**src/rtl/pwm_pkg.sv**
```systemverilog
package pwm_pkg;

    typedef enum logic {
        EDGE_SINGLE = 1'b0,
        EDGE_DUAL   = 1'b1
    } edge_mode_e;

    // Output level for a given count and compare pair.
    function automatic logic edge_level(edge_mode_e mode, int unsigned cnt,
                                        int unsigned rise, int unsigned fall);
        if (mode == EDGE_SINGLE) begin
            return cnt < fall;
        end
        if (rise <= fall) begin
            return (cnt >= rise) && (cnt < fall);
        end
        return (cnt < fall) || (cnt >= rise);
    endfunction

endpackage

```
**src/rtl/pwm_timebase.sv**
```systemverilog
module pwm_timebase #(
    parameter int CW = 16
) (
    input  logic          clk,
    input  logic          rst_n,
    input  logic          tick_i,
    input  logic [CW-1:0] period_i,
    output logic [CW-1:0] cnt_o,
    output logic          wrap_o
);

    typedef struct packed {
        logic [CW-1:0] cnt;
    } tb_state_t;

    tb_state_t st_d, st_q;
    logic      at_end;

    always_comb begin
        st_d   = st_q;
        at_end = (st_q.cnt == period_i);
        if (tick_i) begin
            st_d.cnt = at_end ? '0 : st_q.cnt + 1'b1;
        end
    end

    always_ff @(posedge clk) begin
        if (!rst_n) begin
            st_q <= '0;
        end else begin
            st_q <= st_d;
        end
    end

    assign cnt_o  = st_q.cnt;
    assign wrap_o = tick_i && at_end;

endmodule

```
**src/rtl/pwm_match_bank.sv**
```systemverilog
module pwm_match_bank #(
    parameter int CW  = 16,
    parameter int NCH = 3,
    parameter int NM  = 2 * NCH + 1,
    parameter int AW  = $clog2(2 * NCH + 3)
) (
    input  logic                   clk,
    input  logic                   rst_n,
    input  logic                   wr_en_i,
    input  logic [AW-1:0]          wr_addr_i,
    input  logic [CW-1:0]          wr_data_i,
    input  logic                   wrap_i,
    output logic [NM-1:0][CW-1:0]  act_match_o,
    output logic [NCH-1:0]         act_mode_o,
    output logic [NM-1:0]          irq_en_o
);

    localparam int ADDR_MODE = NM;
    localparam int ADDR_EN   = NM + 1;

    typedef struct packed {
        logic [NM-1:0][CW-1:0] shd;
        logic [NM-1:0][CW-1:0] act;
        logic [NCH-1:0]        shd_mode;
        logic [NCH-1:0]        act_mode;
        logic [NM-1:0]         en;
    } bank_t;

    bank_t bk_d, bk_q;

    always_comb begin
        bk_d = bk_q;
        if (wrap_i) begin
            bk_d.act      = bk_q.shd;
            bk_d.act_mode = bk_q.shd_mode;
        end
        if (wr_en_i) begin
            for (int k = 0; k < NM; k++) begin
                if (32'(wr_addr_i) == k) begin
                    bk_d.shd[k] = wr_data_i;
                end
            end
            if (32'(wr_addr_i) == ADDR_MODE) begin
                bk_d.shd_mode = wr_data_i[NCH-1:0];
            end
            if (32'(wr_addr_i) == ADDR_EN) begin
                bk_d.en = wr_data_i[NM-1:0];
            end
        end
    end

    always_ff @(posedge clk) begin
        if (!rst_n) begin
            bk_q <= '0;
        end else begin
            bk_q <= bk_d;
        end
    end

    assign act_match_o = bk_q.act;
    assign act_mode_o  = bk_q.act_mode;
    assign irq_en_o    = bk_q.en;

endmodule

```
**src/rtl/pwm_channel.sv**
```systemverilog
module pwm_channel
    import pwm_pkg::*;
#(
    parameter int CW = 16
) (
    input  logic          clk,
    input  logic          rst_n,
    input  logic          dual_i,
    input  logic [CW-1:0] cnt_i,
    input  logic [CW-1:0] rise_i,
    input  logic [CW-1:0] fall_i,
    output logic          pwm_o
);

    typedef struct packed {
        logic out;
    } ch_state_t;

    ch_state_t ch_d, ch_q;

    always_comb begin
        ch_d     = ch_q;
        ch_d.out = edge_level(edge_mode_e'(dual_i), 32'(cnt_i),
                              32'(rise_i), 32'(fall_i));
    end

    always_ff @(posedge clk) begin
        if (!rst_n) begin
            ch_q <= '0;
        end else begin
            ch_q <= ch_d;
        end
    end

    assign pwm_o = ch_q.out;

endmodule

```
**src/rtl/tick_pwm.sv**
```systemverilog
module tick_pwm #(
    parameter int CW  = 16,
    parameter int NCH = 3,
    parameter int AW  = $clog2(2 * NCH + 3)
) (
    input  logic           clk,
    input  logic           rst_n,
    input  logic           tick_i,
    input  logic           wr_en_i,
    input  logic [AW-1:0]  wr_addr_i,
    input  logic [CW-1:0]  wr_data_i,
    output logic [NCH-1:0] pwm_o,
    output logic           irq_o
);

    localparam int NM = 2 * NCH + 1;

    logic [CW-1:0]         cnt_q;
    logic                  wrap;
    logic [NM-1:0][CW-1:0] act_match;
    logic [NCH-1:0]        act_mode;
    logic [NM-1:0]         irq_en;

    pwm_timebase #(.CW(CW)) u_timebase (
        .clk      (clk),
        .rst_n    (rst_n),
        .tick_i   (tick_i),
        .period_i (act_match[0]),
        .cnt_o    (cnt_q),
        .wrap_o   (wrap)
    );

    pwm_match_bank #(.CW(CW), .NCH(NCH), .NM(NM), .AW(AW)) u_bank (
        .clk         (clk),
        .rst_n       (rst_n),
        .wr_en_i     (wr_en_i),
        .wr_addr_i   (wr_addr_i),
        .wr_data_i   (wr_data_i),
        .wrap_i      (wrap),
        .act_match_o (act_match),
        .act_mode_o  (act_mode),
        .irq_en_o    (irq_en)
    );

    for (genvar c = 0; c < NCH; c++) begin : g_chan
        pwm_channel #(.CW(CW)) u_chan (
            .clk    (clk),
            .rst_n  (rst_n),
            .dual_i (act_mode[c]),
            .cnt_i  (cnt_q),
            .rise_i (act_match[2*c+1]),
            .fall_i (act_match[2*c+2]),
            .pwm_o  (pwm_o[c])
        );
    end

    typedef struct packed {
        logic irq;
    } top_state_t;

    top_state_t ts_d, ts_q;
    logic [NM-1:0] hit;

    always_comb begin
        ts_d = ts_q;
        for (int k = 0; k < NM; k++) begin
            hit[k] = (cnt_q == act_match[k]);
        end
        ts_d.irq = tick_i && (|(hit & irq_en));
    end

    always_ff @(posedge clk) begin
        if (!rst_n) begin
            ts_q <= '0;
        end else begin
            ts_q <= ts_d;
        end
    end

    assign irq_o = ts_q.irq;

endmodule

```
**config.mk**
```make
export PLATFORM = sky130hd
export DESIGN_NAME = tick_pwm
export DESIGN_NICKNAME = d
export VERILOG_FILES = /design/src/rtl/pwm_pkg.sv /design/src/rtl/pwm_timebase.sv /design/src/rtl/pwm_match_bank.sv /design/src/rtl/pwm_channel.sv /design/src/rtl/tick_pwm.sv
export SDC_FILE = /design/constraint.sdc
export NUM_CORES = 1
export LEC_CHECK = 0
export ABC_AREA = 1
export BUFFER_PORTS_ARGS = -buffer_cell sky130_fd_sc_hd__buf_2
export CAP_MARGIN = 20
export CORE_ASPECT_RATIO = 1.2
export CORE_MARGIN = 3
export CORE_UTILIZATION = 50
export DETAILED_ROUTE_END_ITERATION = 16
export PLACE_DENSITY_LB_ADDON = 0.05
export SYNTH_ARGS = -nofsm -noshare
export SYNTH_HDL_FRONTEND = slang
export SYNTH_SLANG_ARGS = --single-unit
```
**constraint.sdc**
```tcl
create_clock -name clk -period 4.55 [get_ports clk]
set_clock_uncertainty 0.05 [all_clocks]
set_input_delay 0.91 -clock clk [delete_from_list [all_inputs] [get_ports clk]]
set_output_delay 0.91 -clock clk [all_outputs]
set_load 0.01 [all_outputs]
```
==> metrics.txt, run 1 <==
Longest Clk Path Bufs=3; Tcrit/Tclk final=73.9%; routability cong.=0.880; Worst-Skew Late Latency=~0.53 ns; final non-filler cell total=2,117; Area growth, synth to finish=8.15%; Post-synth top cells=nand2_1, dfxtp_1, nor2_1, a21oi_1, inv_1; ys flop type=dfxtp_1; total global routing overflow=0; register bit total from synthesis=~260; Power Internal=3.56 mW; RSZ-0062 raised after global routing=false; Post-route DRC=0; Setup TNS Final=0 ns; P_sw=1.28 mW; largest net degree at the start of global routing=77; via density per instance=5.16; status=finished clean; worst vdd ir=0.274 mV; f_max=roughly 300 MHz; CTS tree=built; Sw Share=between 20% and 30%; largest cells by area after synthesis=dfxtp_1, ha_1, nand2_1; synthesized instance count=1,781; Max FO, Critical Path=between 60 and 70; ANT cells=0; Seq pwr share=a little under half; Hold Slack=0.393 ns; register area share after synthesis=just under 40%; Die W=~150 um; DRT iter0 DRCs=around 590; Clock Power Share=42.1%; global-route usage over all layers=24.5%; worst r2r src=u_timebase.cnt_o[1]; Final setup viols=0; syn nets=between 1,500 and 2,000; Clock Tree Root=clkbuf_16; fin area=14,000 um^2; Post-Syn Area per Cell=7.29 um^2; Yosys top cell area share=39.6%; Slew HR=41.1%; Worst setup EP type=flip-flop; Tightest Hold Check Type=flip-flop to flip-flop; Combinational Power Share=9.9%; Crit Path Category=flip-flop to flip-flop; post-cts resize count=0; startpoint types=flip-flop; origin of the worst setup path=u_timebase.cnt_o[1]; mean routed wirelength per cell=16.3 um; I/O Buffers=27; Worst-path clk slew=0.06 ns; fin crit period=3.36 ns; total of max-cap violations=0; vias in the first global route=10,600; Vert. Die Dim=183 um; share of cells above drive strength 1=4.53%; leakage power=~6 nW; Row Count=64; hold path start=u_bank.bk_q[173]; Post-synth EDFFs=0; worst-margin pin slew=0.881 ns; worst endpoint data arrival time=3.77 ns; Detailed Place HPWL=24,600 um; H-tree Lvls=1; endpoints failing hold=0; io pins=28; die area=27,900 um^2; PD cells=345 nW/um^2; Synth area leader=dfxtp_1; Netlist Area Pre-Place=13,000 um^2; most common cell in the synthesized netlist=nand2_1; TritonCTS Buffers=27; warnings from Yosys=0; initial antenna violation count=0; Max Slew Vio Count=0; final wirelength=roughly 35,000 um; fin nets=~1,900; Vias=10,900; area of placed instances=13,200 um^2; TritonRoute pass-1 iters=7; global-route wire length before repair=approximately 56,000 um; core area=25,500 um^2; Yosys cell types=29; CP Data Required Time=a little under 5 ns; Pwr Total=around 4.8 mW; Routed Antenna Nets=0; clock sinks=257; buffer count from post-CTS setup fixing=0; ys async rst share=0%; Inst Count DP=2,073; Initial Util=50.8%; CTS Hold Bufs=0
==> layout make-up <==
| cell class | instances | area [um^2] |
|---|---|---|
| fillers | 2539 | 11500 |
| multi-input cells | 1248 | 6700 |
| flip-flops and latches | 257 | 5140 |
| inverters | 200 | 753 |
| clock buffers | 36 | 749 |
| well taps | 330 | 413 |
| repair buffers | 38 | 233 |
| clock inverters | 8 | 47.5 |
==> metal layers <==
metal | global-route usage, % | wire length, um | part of all wire [%] | vias to the layer above
met5 | 0 | 0 | 0 | -
met3 | 2.82 | 1330 | 3.8 | 50
met2 | 41.9 | 16100 | 47 | 184
met1 | 33.0 | 16300 | 47 | 5002
met4 | 6.31 | 857 | 2.5 | 0
li1 | - | - | - | 5696
==> state kept, by name (all words and copies together), names as in the netlist <==
name and count:
g_chan.u_chan.pwm_o 3, u_timebase.cnt_o 16, u_bank.act_match_o 112, irq_o 1, u_bank.bk_q 115, u_bank.act_mode_o 3, u_bank.irq_en_o 7
==> final timing paths <==
check | end | slack (ns) | cells after the start
max | u_bank.act_match_o[8] | 1.19 | 8
min | u_bank.bk_q[173] | 0.39 | 2
max reg2reg | u_bank.act_match_o[8] | 1.19 | 8
min reg2reg | u_bank.bk_q[173] | 0.39 | 2
==> cell usage in the layout (no fill, tap or decap), types with 2 or more instances in the layout <==
cell type	count
nand3_1	22
buf_4	11
clkbuf_8	4
a21oi_1	218
clkinv_2	7
o21bai_1	3
o211ai_1	3
o21a_1	4
o21ai_0	140
clkbuf_1	5
nand2_1	404
dfxtp_1	257
xor2_1	5
nor3b_1	2
xnor2_1	20
clkbuf_16	27
nor3_1	5
buf_2	26
a21o_1	5
clkinvlp_4	3
ha_1	145
inv_1	198
nand4_1	16
nor2_1	250
==> cell families after synthesis <==
family	Yosys count	share of synthesized area (%)
AND/OR/NAND/NOR	701	21.0
AO/OA/AOI/OAI	377	14.9
buffers and inverters	276	8.82
flip-flops	257	39.6
adder cells (fa/ha/maj)	145	14.0
XOR/XNOR	25	1.69
==> stage by stage <==
stage,worst slack [ns],util [%]
floorplan,2.46,-
global placement,1.25,51.9
detailed placement,1.19,51.9
CTS,1.16,55.0
global route,0.913,55.0
finish,1.19,55.0
==> power by group through the flow <==
| stage | combinational [mW] | clock (mW) | sequential (mW) |
|---|---|---|---|
| final | 0.481 | 2.04 | 2.32 |
| after global placement | 0.480 | 0 | 2.37 |
| after floorplan | 0.361 | 0 | 2.36 |
| after global routing | 0.543 | 2.17 | 2.32 |
| after detailed placement | 0.485 | 0 | 2.37 |
| after CTS | 0.487 | 2.08 | 2.32 |
==> worst max-delay path, cell delays in order (launching register included) <==
cell,delay (ns)
dfxtp_1,0.68
xnor2_1,0.18
nand4_1,0.16
nor2_1,0.25
nand3_4,0.50
clkinv_2,0.81
buf_12,0.35
nand2_1,0.09
a21oi_1,0.13
No activity file was read; power rests on OpenSTA's default activity.
==> inputs of run 2 (changes only) <==
clock period = 2.87 ns   (was 4.55 ns; I/O delays follow)
==> run 2 against run 1 <==
Against the previous run: sequential share of layout area down 0.69 points; clock-buffer cell count increased by 5; hold slack got worse by 0.063 ns; cell area is 1.9% higher; sequential cell count unchanged; sequential power increased by 59%; critical path type unchanged; critical endpoint is now u_timebase.cnt_o[12]; largest cell class unchanged; highest routed layer unchanged.
==> metrics.txt, run 2 (same netlist as run 1, synthesis figures left out) <==
status=finished clean; worst vdd ir=0.465 mV (+70%); worst-margin pin slew=0.749 ns (-0.132 ns); post-cts resize count=0 (unchanged); Tcrit/Tclk final=77.7% (+3.8 points); fin crit period=2.23 ns (-1.13 ns); TritonCTS Buffers=28 (+3.7%); critical-path cell list=ha_1, nand3_1, nor2_1, nand2_1, nor3b_1, nand3_1, xor2_1, nor2_1; Clock Tree Root=clkbuf_16; Met1 Wirelength=15,600 um (-4.6%); Post-route DRC=0 (unchanged); worst r2r src=u_timebase.cnt_o[1]; Worst Reg-to-Reg Cells=8 (unchanged); mean routed wirelength per cell=16.1 um (-1.6%); Worst path top cell family by delay=simple AND/OR/NAND/NOR gates; total global routing overflow=0 (unchanged); origin of the worst setup path=u_timebase.cnt_o[1]; Longest Clk Path Bufs=3 (unchanged); RR Endpoint=u_timebase.cnt_o[12]; Util after Layout=56.0% (+1.1 points); Final setup viols=0 (unchanged); CP Data Required Time=3.25 ns (-1.70 ns); H-tree Lvls=1 (unchanged); Vert. Die Dim=183 um (unchanged); Routed Antenna Nets=0 (unchanged); Crit Path Category=flip-flop to flip-flop; vias in the first global route=10,700 (+0.42%); Initial Util=50.8% (unchanged); Slew HR=50.0% (+8.9 points); global-route usage over all layers=24.5% (about the same); via density per instance=5.18 (+0.36%); CP max-delay cell=dfxtp_1; CTS Hold Bufs=0 (unchanged); buffer count from post-CTS setup fixing=0 (unchanged); Vias=11,000 (+0.98%); die area=27,900 um^2 (unchanged); CP max stage delay=0.66 ns (-0.15 ns); Die W=153 um (unchanged); Pwr Total=8.22 mW (+70%); worst endpoint data arrival time=2.61 ns (-1.16 ns); clock sinks=257 (unchanged); endpoints failing hold=0 (unchanged); share of cells above drive strength 1=5.44% (+0.91 points); Area growth, synth to finish=10.2%; Detailed Place HPWL=23,800 um (-3.2%); CTS tree=built; ANT cells=0 (unchanged); Tightest Hold Check Type=input pin to flip-flop; io pins=28 (unchanged); final non-filler cell total=2,130 (+0.61%); Inst Count DP=2,081 (+0.39%); final wirelength=34,300 um (-1.0%); total of max-cap violations=0 (unchanged); most common cell after layout, fill and taps aside=nand2_1; RSZ-0062 raised after global routing=false; global-route wire length before repair=55,600 um (-0.38%); Max FO, Critical Path=11 (-83%); Setup TNS Final=0 ns (unchanged); Worst-path clk slew=0.06 ns (about the same); f_max=448 MHz (+51%); Biggest register=u_bank.bk_q; Crit path buffers/inverters=0 (-2); core area=25,500 um^2 (unchanged); WL met3=1240 um (-6.8%); max FFs per register=115 (unchanged); Row Count=64 (unchanged); initial antenna violation count=0 (unchanged); PD cells=575 nW/um^2 (+67%); Worst-Skew Late Latency=0.56 ns (+0.03 ns); area of placed instances=13,300 um^2 (+0.64%); FF-to-FF setup slack=0.64 ns (-0.55 ns); Critical Path End=u_timebase.cnt_o[12]; DR WL met2=16,600 um (+3.3%); DRT iter0 DRCs=601 (+1.3%); largest net degree at the start of global routing=76 (-1.3%); I/O Buffers=27 (unchanged); fin area=14,300 um^2 (+1.9%); startpoint types=flip-flop; Max Slew Vio Count=0 (unchanged); TritonRoute pass-1 iters=5 (-2); routability cong.=0.876 (-0.44%); commonest non-fill, non-tap cells in the layout=nand2_1, dfxtp_1, nor2_1; Worst setup EP type=flip-flop; Crit. path cell count=8 (unchanged); leakage power=6.09 nW (+2.4%); fin nets=1,950 (+0.46%); top sig layer=met4
==> run 2: how the worst min path moves through the flow <==
stage / start / endpoint / slack, ns / cells past startpoint
finish: tick_i / u_timebase.cnt_o[0] / 0.33 / 3
global route: tick_i / u_timebase.cnt_o[0] / 0.32 / 3
global placement: u_bank.bk_q[139] / u_bank.bk_q[139] / 0.38 / 2
floorplan: u_bank.bk_q[125] / u_bank.bk_q[125] / 0.37 / 2
CTS: tick_i / u_timebase.cnt_o[0] / 0.30 / 3
detailed placement: u_bank.bk_q[132] / u_bank.bk_q[132] / 0.38 / 2
==> run 2: where the power goes <==
part	total [mW]	switching (mW)	leakage [nW]	internal (mW)
Sequential	3.68	0.0422	2.08	3.63
Clock	3.76	1.49	0.484	2.27
Combinational	0.793	0.571	3.53	0.222
Total	8.22	2.10	6.09	6.13
==> run 2: metrics by stage <==
stage	setup slack [ns]	hold WS, ns
floorplan	1.07	0.374
global placement	0.684	0.382
detailed placement	0.641	0.384
CTS	0.633	0.298
global route	0.406	0.323
finish	0.640	0.331
==> run 2: final cells by class <==
class	instances	area (um^2)
Sequential cell	257	5140
Inverter	200	753
Fill cell	2521	11200
Multi-Input combinational cell	1248	6700
Tap cell	330	413
Clock buffer	41	870
Clock inverter	8	111
Timing Repair Buffer	46	318
==> run 2: worst register-to-register path, stage by stage, from the launching register on <==
cell	delay, ns
dfxtp_1	0.66
ha_1	0.30
nand3_1	0.13
nor2_1	0.17
nand2_1	0.13
nor3b_1	0.31
nand3_1	0.15
xor2_1	0.16
nor2_1	0.05
==> run 2: per-layer routing <==
layer / vias to the layer above / track usage, %
met2: 183 / 43.5
met5: - / 0
met1: 5075 / 31.5
li1: 5722 / -
met3: 59 / 2.75
met4: 0 / 6.99
